===== config.mk =====
export PLATFORM = sky130hd
export DESIGN_NAME = mfd_seq
export DESIGN_NICKNAME = d
export VERILOG_FILES = /design/src/rtl/mfd_pkg.sv /design/src/rtl/mfd_flag_cond.sv /design/src/rtl/mfd_decode.sv /design/src/rtl/mfd_seq.sv
export SDC_FILE = /design/constraint.sdc
export NUM_CORES = 1
export LEC_CHECK = 0
export BUFFER_PORTS_ARGS = -buffer_cell sky130_fd_sc_hd__buf_2
export CAP_MARGIN = 40
export CELL_PAD_IN_SITES_DETAIL_PLACEMENT = 1
export CELL_PAD_IN_SITES_GLOBAL_PLACEMENT = 1
export CORE_MARGIN = 2
export CORE_UTILIZATION = 25
export CTS_CLUSTER_DIAMETER = 30
export DETAILED_ROUTE_END_ITERATION = 10
export GPL_TIMING_DRIVEN = 0
export PLACE_DENSITY_LB_ADDON = 0.1
export SYNTH_ARGS = -nofsm -noshare
export SYNTH_HDL_FRONTEND = slang
export SYNTH_SLANG_ARGS = --single-unit

===== constraint.sdc =====
create_clock -name clk -period 3.1 [get_ports clk]
set_clock_uncertainty 0.15 [all_clocks]
set_input_delay 0.62 -clock clk [delete_from_list [all_inputs] [get_ports clk]]
set_output_delay 0.62 -clock clk [all_outputs]
set_load 0.05 [all_outputs]

===== src/rtl/mfd_pkg.sv =====
package mfd_pkg;
  localparam int NPH = 3;
  localparam int FW  = 23;

  // failure register layout
  localparam int B_BAT_AT  = 0;   // located short to battery, 3 bits
  localparam int B_GND_AT  = 3;   // located short to ground, 3 bits
  localparam int B_OPEN    = 6;   // open load per phase, 3 bits
  localparam int B_LOAD    = 9;   // load short per phase, 3 bits
  localparam int B_PAIR    = 12;  // phase-to-phase U-V, V-W, W-U
  localparam int B_BAT_ANY = 15;
  localparam int B_GND_ANY = 16;
  localparam int B_WEAK    = 17;
  localparam int B_SHUNT   = 18;  // shunt short to battery, 3 bits
  localparam int B_OFF_ODD = 21;
  localparam int B_ON_ODD  = 22;

  typedef enum logic [1:0] {
    ST_OFF    = 2'd0,
    ST_RUN    = 2'd1,
    ST_SETTLE = 2'd2
  } seq_st_e;
endpackage


===== src/rtl/mfd_flag_cond.sv =====
module mfd_flag_cond #(
  parameter int FILT_LEN = 3
) (
  input  logic clk,
  input  logic rst_n,
  input  logic d_i,
  output logic q_o
);
  localparam int CW = (FILT_LEN > 1) ? $clog2(FILT_LEN) : 1;

  logic          s1, s2;
  logic [CW-1:0] cnt;

  always_ff @(posedge clk or negedge rst_n) begin
    if (!rst_n) begin
      s1  <= 1'b0;
      s2  <= 1'b0;
      q_o <= 1'b0;
      cnt <= '0;
    end else begin
      s1 <= d_i;
      s2 <= s1;
      if (s2 == q_o) begin
        cnt <= '0;
      end else if (cnt == CW'(FILT_LEN - 1)) begin
        q_o <= s2;
        cnt <= '0;
      end else begin
        cnt <= cnt + 1'b1;
      end
    end
  end
endmodule


===== src/rtl/mfd_decode.sv =====
module mfd_decode
  import mfd_pkg::*;
(
  input  logic [NPH-1:0] off_bat_i,
  input  logic [NPH-1:0] off_gnd_i,
  input  logic [NPH-1:0] on_bat_i,
  input  logic [NPH-1:0] on_gnd_i,
  output logic [FW-1:0]  off_bits_o,
  output logic [FW-1:0]  comb_bits_o
);
  logic           off_none, all_b, all_g;
  logic [2:0]     nb, ng;
  logic [NPH-1:0] pair;

  always_comb begin
    off_none = (off_bat_i == '0) && (off_gnd_i == '0);
    all_b    = (off_bat_i == '1) && (off_gnd_i == '0);
    all_g    = (off_bat_i == '0) && (off_gnd_i == '1);

    off_bits_o = '0;
    if (all_b)                                         off_bits_o[B_BAT_ANY] = 1'b1;
    else if (all_g)                                    off_bits_o[B_GND_ANY] = 1'b1;
    else if (off_bat_i == 3'b110 && off_gnd_i == 3'b001) off_bits_o[B_OPEN]   = 1'b1;
    else if (off_bat_i == 3'b010 && off_gnd_i == 3'b101) off_bits_o[B_OPEN+1] = 1'b1;
    else if (off_bat_i == 3'b011 && off_gnd_i == 3'b100) off_bits_o[B_OPEN+2] = 1'b1;
    else if (!off_none)                                off_bits_o[B_OFF_ODD] = 1'b1;

    nb   = 3'($countones(on_bat_i));
    ng   = 3'($countones(on_gnd_i));
    pair = on_bat_i | on_gnd_i;

    comb_bits_o = '0;
    if (all_b && nb == 3'd1 && ng == 3'd0) begin
      comb_bits_o[B_BAT_AT +: NPH] = on_bat_i;
    end else if (all_g && ng == 3'd1 && nb == 3'd0) begin
      comb_bits_o[B_GND_AT +: NPH] = on_gnd_i;
    end else if (off_none && (nb + ng) == 3'd1) begin
      comb_bits_o[B_LOAD +: NPH] = pair;
    end else if (off_none && nb == 3'd1 && ng == 3'd1 && (on_bat_i & on_gnd_i) == '0) begin
      case (pair)
        3'b011:  comb_bits_o[B_PAIR]   = 1'b1;
        3'b110:  comb_bits_o[B_PAIR+1] = 1'b1;
        default: comb_bits_o[B_PAIR+2] = 1'b1;
      endcase
    end else begin
      comb_bits_o = off_bits_o;
      if ((nb + ng) != 3'd0) comb_bits_o[B_ON_ODD] = 1'b1;
    end
  end
endmodule


===== src/rtl/mfd_seq.sv =====
module mfd_seq
  import mfd_pkg::*;
#(
  parameter int FILT_LEN   = 3,
  parameter int SETTLE_LEN = 8
) (
  input  logic          clk,
  input  logic          rst_n,
  input  logic [2:0]    off_bat_i,
  input  logic [2:0]    off_gnd_i,
  input  logic [2:0]    on_bat_i,
  input  logic [2:0]    on_gnd_i,
  input  logic          shunt_trip_i,
  input  logic          pwm_on_i,
  input  logic [2:0]    ls_gate_i,
  input  logic          start_req_i,
  input  logic          clr_cmd_i,
  output logic          bridge_en_o,
  output logic          off_mon_en_o,
  output logic          on_mon_en_o,
  output logic          thr_wsc_o,
  output logic [22:0]   fault_o
);
  localparam int NFLAG = 4 * NPH + 1;
  localparam int SW    = $clog2(SETTLE_LEN + 1);

  logic [NFLAG-1:0] raw, filt;
  logic [NPH-1:0]   f_off_bat, f_off_gnd, f_on_bat, f_on_gnd;
  logic             f_shunt;
  logic [NPH-1:0]   hold_bat, hold_gnd;
  logic [FW-1:0]    off_bits, comb_bits, shunt_bits, set_bits, fault_q;
  logic [SW-1:0]    settle_cnt;
  logic             settled, on_fault, st_is_off;
  seq_st_e          st, st_nx;

  assign raw = {shunt_trip_i, on_gnd_i, on_bat_i, off_gnd_i, off_bat_i};

  for (genvar g = 0; g < NFLAG; g++) begin : g_cond
    mfd_flag_cond #(.FILT_LEN(FILT_LEN)) u_cond (
      .clk  (clk),
      .rst_n(rst_n),
      .d_i  (raw[g]),
      .q_o  (filt[g])
    );
  end

  assign f_off_bat = filt[0 +: NPH];
  assign f_off_gnd = filt[NPH +: NPH];
  assign f_on_bat  = filt[2*NPH +: NPH];
  assign f_on_gnd  = filt[3*NPH +: NPH];
  assign f_shunt   = filt[4*NPH];

  mfd_decode u_dec (
    .off_bat_i  (f_off_bat),
    .off_gnd_i  (f_off_gnd),
    .on_bat_i   (hold_bat),
    .on_gnd_i   (hold_gnd),
    .off_bits_o (off_bits),
    .comb_bits_o(comb_bits)
  );

  assign settled   = (settle_cnt == SW'(SETTLE_LEN));
  assign on_fault  = (|f_on_bat) | (|f_on_gnd) | f_shunt;
  assign st_is_off = (st == ST_OFF);

  always_comb begin
    shunt_bits = '0;
    if (f_shunt) begin
      if (pwm_on_i) shunt_bits[B_SHUNT +: NPH] = ls_gate_i;
      else          shunt_bits[B_WEAK]         = 1'b1;
    end
  end

  always_comb begin
    set_bits = '0;
    case (st)
      ST_RUN:    if (on_fault) set_bits = shunt_bits;
      ST_SETTLE: if (settled)  set_bits = comb_bits;
      default:   if (settled && fault_q == '0) set_bits = off_bits;
    endcase
  end

  always_comb begin
    st_nx = st;
    case (st)
      ST_OFF:    if (start_req_i && settled && fault_q == '0 && off_bits == '0 && !clr_cmd_i)
                   st_nx = ST_RUN;
      ST_RUN:    if (on_fault) st_nx = ST_SETTLE;
      ST_SETTLE: if (settled)  st_nx = ST_OFF;
      default:   st_nx = ST_OFF;
    endcase
  end

  always_ff @(posedge clk or negedge rst_n) begin
    if (!rst_n) begin
      st         <= ST_OFF;
      settle_cnt <= '0;
      fault_q    <= '0;
      hold_bat   <= '0;
      hold_gnd   <= '0;
    end else begin
      st <= st_nx;
      if (st == ST_RUN)  settle_cnt <= '0;
      else if (!settled) settle_cnt <= settle_cnt + 1'b1;
      if (st == ST_RUN && on_fault) begin
        hold_bat <= f_on_bat;
        hold_gnd <= f_on_gnd;
      end
      if (st_is_off && settled && clr_cmd_i) fault_q <= '0;
      else                                   fault_q <= fault_q | set_bits;
    end
  end

  assign bridge_en_o  = (st == ST_RUN);
  assign on_mon_en_o  = (st == ST_RUN);
  assign off_mon_en_o = (st != ST_RUN);
  assign thr_wsc_o    = ~pwm_on_i;
  assign fault_o      = fault_q;
endmodule


# Word level (Yosys, flattened, before mapping)
# Index checks and enable logic that the tools add are counted.
[word_totals]
register_bits = 100
out_inout_bits = 27
inputBits = 21
word_cells = 262
[op_classes]
reduce_logical = 49
addsub = 19
n_eq_ne = 47
bitwise = 19
mux = 71
[ops]
columns = ["cell", "n"]
rows = [
  ["2-bit two-way mux", 30],
  ["23-bit logical NOT", 2],
  ["23-bit two-way mux", 2],
  ["23-bit case mux with 2 select lines", 1],
  ["2-bit == test, second input constant", 14],
  ["2-bit by 1-bit adder with 2-bit output, second input constant", 13],
  ["2-bit AND reduction", 13],
  ["3-bit two-way mux", 8],
  ["23-bit bitwise OR", 1],
  ["1-bit logical AND", 22],
  ["22-bit two-way mux", 1],
  ["21-bit two-way mux", 1],
  ["20-bit two-way mux", 1],
  ["3-bit == test, second input constant", 6],
  ["1-bit two-way mux", 18],
  ["9-bit two-way mux", 2],
  ["17-bit two-way mux", 1],
  ["3-bit logical NOT", 5],
  ["1-bit inverter", 14],
  ["1-bit == test", 13],
  ["3-bit by 1-bit == test with 1-bit output, second input constant", 4],
  ["4-bit two-way mux", 3],
  ["11-bit two-way mux", 1],
  ["3-bit by 2-bit == test with 1-bit output, second input constant", 3],
  ["other kinds (19)", 26],
]

# Longest topological paths before layout
[logic_depth]
depth_word = 16
depth_mapped = 8
ltp_nobuf = 8

# Cells and area by module
# From an unflattened synthesis, not the netlist that was laid out.
[hier_totals]
hier_cells = 386
area_unflattened_um2 = 4630.7
[modules_own_cells]
columns = ["module", "cells_per_inst", "n_inst", "area_per_inst_um2"]
rows = [
  ["mfd_flag_cond", 10, 13, 175.2],
  ["mfd_seq", 166, 1, 1690.4],
  ["mfd_decode", 90, 1, 663.1],
]

# Least setup slack after synthesis
# Ideal clock, no wire load.
[synth_timing]
path_kind = "register -> register"
startpoint = "reg hold_bat[0]"
endpoint = "reg fault_q[21], in the netlist fault_o[21]"
arrival_time_ns = 2.427
stages_incl_launch_ff = 9
slack_ns = 0.399
synth_period_minus_slack_ns = 2.701
path_cell_list = "dfrtp_1 > fa_1 > ha_1 > fa_1 > xor3_1 > nor2_1 > a22oi_1 > and3b_1 > o31a_1"
[synth_via]
elab_chain_len = 14
word_cells_on_any_way = 23
[synth_rtl]
columns = ["item", "line_no", "rtl"]
rows = [
  ["start, declared", "mfd_seq.sv:30", "logic [NPH-1:0] hold_bat, hold_gnd;"],
  ["start signal, assigned", "mfd_seq.sv:106", "hold_bat <= f_on_bat;"],
  ["parallel branches: the longest is 9 deep, another holds 3-bit by 1-bit adder with 3-bit output", "--", ""],
  ["20-bit two-way mux (*)", "mfd_decode.sv:33", "if (all_b && nb == 3'd1 && ng == 3'd0) begin"],
  ["23-bit two-way mux (*)", "mfd_seq.sv:78", "ST_SETTLE: if (settled) set_bits = comb_bits;"],
  ["23-bit case mux with 2 select lines (*)", "mfd_seq.sv:76", "case (st)"],
  ["23-bit bitwise OR (*)", "mfd_seq.sv:110", "else fault_q <= fault_q | set_bits;"],
  ["23-bit two-way mux (*)", "mfd_seq.sv:109", "if (st_is_off && settled && clr_cmd_i) fault_q <= '0;"],
  ["end signal, assigned", "mfd_seq.sv:110", ""],
  ["end, declared", "mfd_seq.sv:31", "logic [FW-1:0] off_bits, comb_bits, shunt_bits, set_bits, fault_q;"],
]
# Mark *: on every way between the ends.
# A chain may end at the register's enable or synchronous reset.

# Worst setup path in the final report
# Ends and elaborated chain as after synthesis.

==> impl_metrics.yaml <==
sta:
  max_freq_mhz: 345.8
  worst-slew-pin-transition_ps: 599.6
  maxSlewViolCount: 0
  fin_crit_ps: 2892
  fin_setup_tns_ps: 0
  setup_viol_count_final: 0
  hold_viol: 0
  grt_setup_unrepaired: "false"
  final_min_period_over_clock_period_pct: 93.29
  fin_ws_ps: 208.0
  timing.slew.headroom_pct: 60.03
global_routing:
  groute.layer.met2.usage_pct: 17.47
  grt_pass1_vias: 2940
  grt_start_max_net_pins: 63
  global_route_wire_length_before_repair_um: 15520
  groute.usage.overall_pct: 11.26
  grtUsageMet3_pct: 3.615
  number_of_antenna_violations_at_the_first_check_in_global_routing: 0
  grt-busiest-layer: "met2"
  global_route.overflow_total: 0
  grtUsageMet1_pct: 14.98
synthesis:
  synth_top_area_share_pct: 59.84
  yosysWarnings: 0
  postSynthCellCount: 341
  syn-mean-instance-area_sq_um: 12.26
  yosys.area.top_type: "sky130_fd_sc_hd__dfrtp_1"
  synth_edf_count: 0
  synth_sequential_area_ratio_pct: 59.84
  netlist_area_sq_um: 4182
  yosysUniqueCellTypes: 46
  synth.net_count: 378
  synth_top_area_cells: "sky130_fd_sc_hd__dfrtp_1 (60%), sky130_fd_sc_hd__ha_1 (3.9%), sky130_fd_sc_hd__mux2_2 (3.5%), sky130_fd_sc_hd__xnor2_1 (3.1%), sky130_fd_sc_hd__nor2_1 (2.7%)"
  ys_seq_elements: 100
  synthFlopType: "sky130_fd_sc_hd__dfrtp_1"
  ys_async_sr_fraction_pct: 100.0
place:
  place_hpwl_um: 6719
  portBuffers: 47
  gp_congestion: 0.7291
  detailedPlace.worstSlack_ps: 122.0
die:
  die_area_sq_um: 17780
  floorplan.initialDensity_pct: 25.40
  fp.dieW_um: 133.3
  core_region_area_sq_um: 16470
  die_height_um: 133.3
  top_level_ports: 48
  core.rowCount: 47
clock_network:
  numClockSinks: 100
  clk_path_buf_depth: 2
  clkTransAtPathRegs_ps: 70
  cts_tree: "built"
  root_buffer: "sky130_fd_sc_hd__clkbuf_16"
  cts-buffers-inserted: 9
  clk_latency_ps: 350
  post_cts_buffers: 0
  clock_tree.htree_level_count: 3
worst_setup_path:
  path_max_fanout: 7
  ff2ff_path_depth: 8
  ff2ff_setup_slack_ps: 210
  start_kind: "register"
  critical_path.endpoint_type: "register"
  worstReg2RegEnd: "fault_o[21]"
  regToRegStartpoint: "hold_bat[0]"
  required_ps: 3180
  critical_path_arrival_ps: 2970
  timing.setup.critical_path_class: "register to register"
final_layout:
  most_common_cell_after_layout_fill_and_taps_aside: "sky130_fd_sc_hd__dfrtp_1"
  area_delta_synth_final_pct: 20.44
  layout.nets: 437
  final_layout_size_suffix_gt1_share_pct: 23.46
  mostFrequentLayoutCells: "sky130_fd_sc_hd__dfrtp_1 (100), sky130_fd_sc_hd__buf_2 (48), sky130_fd_sc_hd__nor2_1 (29)"
  antenna-diode-count: 0
pwr:
  irDropWorstVdd_mv: 0.2721
  leakage_nw: 2.313
  power_density_nw_per_um2: 988.6
routing:
  detail_route.wirelength_um: 9174
  route.detailed.vias_per_inst: 4.306
  route.detailed.drc: 0
  drt.antenna.violating_nets: 0
  route.detailed.wl_per_inst_um: 14.68
  route.vias.total: 2691
  detail_route.iter0.violations: 82
  firstDrtPassIters: 4
status:
  status: "finished clean"
flow_run:
  drv_cap: 0
min_path:
  worst_min_delay_path_category: "input port to async pin"
-- per-stage QoR --
step	power (mW)	instances	hold slack [ps]	utilization, %	instance area [sq um]
after floorplan	3.348	341	174.4	-	4182
after global placement	3.782	608	181.7	28.50	4692
after detailed placement	3.856	609	186.3	28.68	4722
after CTS	5.058	625	124.2	30.53	5027
after global routing	5.405	625	133.9	30.59	5036
final	4.979	625	102.8	30.59	5036
-- Yosys cell counts (2+ instances only) --
library cell               instances
sky130_fd_sc_hd__and3_1            2
sky130_fd_sc_hd__o21a_1            4
sky130_fd_sc_hd__a22oi_1           2
sky130_fd_sc_hd__o31ai_1           2
sky130_fd_sc_hd__ha_1             13
sky130_fd_sc_hd__buf_4             3
sky130_fd_sc_hd__mux2_2           13
sky130_fd_sc_hd__nor2b_1          12
sky130_fd_sc_hd__dfrtp_1         100
sky130_fd_sc_hd__nand2_1          25
sky130_fd_sc_hd__nand4_1           5
sky130_fd_sc_hd__nand4b_1          2
sky130_fd_sc_hd__o31a_1            2
sky130_fd_sc_hd__nand3_1           7
sky130_fd_sc_hd__nor3b_1          13
sky130_fd_sc_hd__a21oi_1          14
sky130_fd_sc_hd__a31oi_1           4
sky130_fd_sc_hd__nor3_1           20
sky130_fd_sc_hd__xor2_1            3
sky130_fd_sc_hd__buf_2             2
sky130_fd_sc_hd__nor2_1           30
sky130_fd_sc_hd__mux2i_1           2
sky130_fd_sc_hd__fa_1              3
sky130_fd_sc_hd__clkbuf_1          3
sky130_fd_sc_hd__nand2b_1          4
sky130_fd_sc_hd__xnor2_1          15
sky130_fd_sc_hd__nor4_1            3
sky130_fd_sc_hd__inv_1             7
sky130_fd_sc_hd__and3b_1           3
sky130_fd_sc_hd__nor4_2            4
sky130_fd_sc_hd__o21ai_0           4
-- worst max-delay path by stage --
stage / startpoint / end / slack (ps) / cells past startpoint
CTS: hold_bat[0] / fault_o[15] / 100 / 8
global route: hold_gnd[0] / fault_o[13] / 40 / 8
finish: hold_bat[0] / fault_o[21] / 210 / 8
detailed placement: hold_bat[0] / fault_o[15] / 120 / 8
floorplan: hold_bat[0] / fault_o[21] / 400 / 8
global placement: rst_n / g_cond[12].u_cond.cnt[0] / 50 / 1
-- worst max-delay path, stage by stage, from the launching register on --
cell	delay [ps]
sky130_fd_sc_hd__dfrtp_1	470
sky130_fd_sc_hd__fa_1	560
sky130_fd_sc_hd__ha_1	240
sky130_fd_sc_hd__fa_1	370
sky130_fd_sc_hd__xor3_1	210
sky130_fd_sc_hd__nor2_2	150
sky130_fd_sc_hd__a22oi_1	130
sky130_fd_sc_hd__and3b_1	220
sky130_fd_sc_hd__o31a_1	280
-- timing repair --
item,in CTS,in global routing
setup endpoints to repair,0,2
hold buffers,0,0
resized for setup,0,2
-- power by group --
part	leakage, nW	internal, mW	total, mW	switching, mW
Sequential	1.26	1.66	2.02	0.354
Clock	0.142	0.671	1.17	0.496
Combinational	0.910	0.771	1.79	1.02
Total	2.31	3.11	4.98	1.87
-- routing by layer --
layer  routed length (um)  vias up
li1                     -     1304
met1                 4524     1345
met2                 4170       35
met3                  371        7
met5                    0        -
met4                  108        0
-- kinds of logic (layout without fill, tap and decap cells) --
kind of cell | after synthesis | count (layout) | synth area share [%]
flip-flops | 100 | 100 | 59.84
multiplexers | 16 | 16 | 4.339
adder cells (fa/ha/maj) | 16 | 16 | 5.326
XOR/XNOR | 19 | 19 | 4.339
buffers and inverters | 16 | 80 | 1.945
AO/OA/AOI/OAI | 36 | 36 | 5.775
AND/OR/NAND/NOR | 138 | 138 | 18.43
-- registers in the layout (all words and copies together), names as in the netlist --
signal and flops:
st 2, hold_bat 3, g_cond.u_cond.s2 13, hold_gnd 3
settle_cnt 4, g_cond.u_cond.s1 13, g_cond.u_cond.cnt 26, fault_o 23
g_cond.u_cond.q_o 13
-- area by class of cell --
type	instances	area [sq um]
inverters	7	26.28
well taps	220	275.3
multi-input cells	225	1607
fillers	1820	11430
clock buffers	13	260.3
repair buffers	48	265.3
clock inverters	3	45.04
flip-flops and latches	100	2502
plain buffers	9	55.05
No activity file was read; power rests on OpenSTA's default activity.
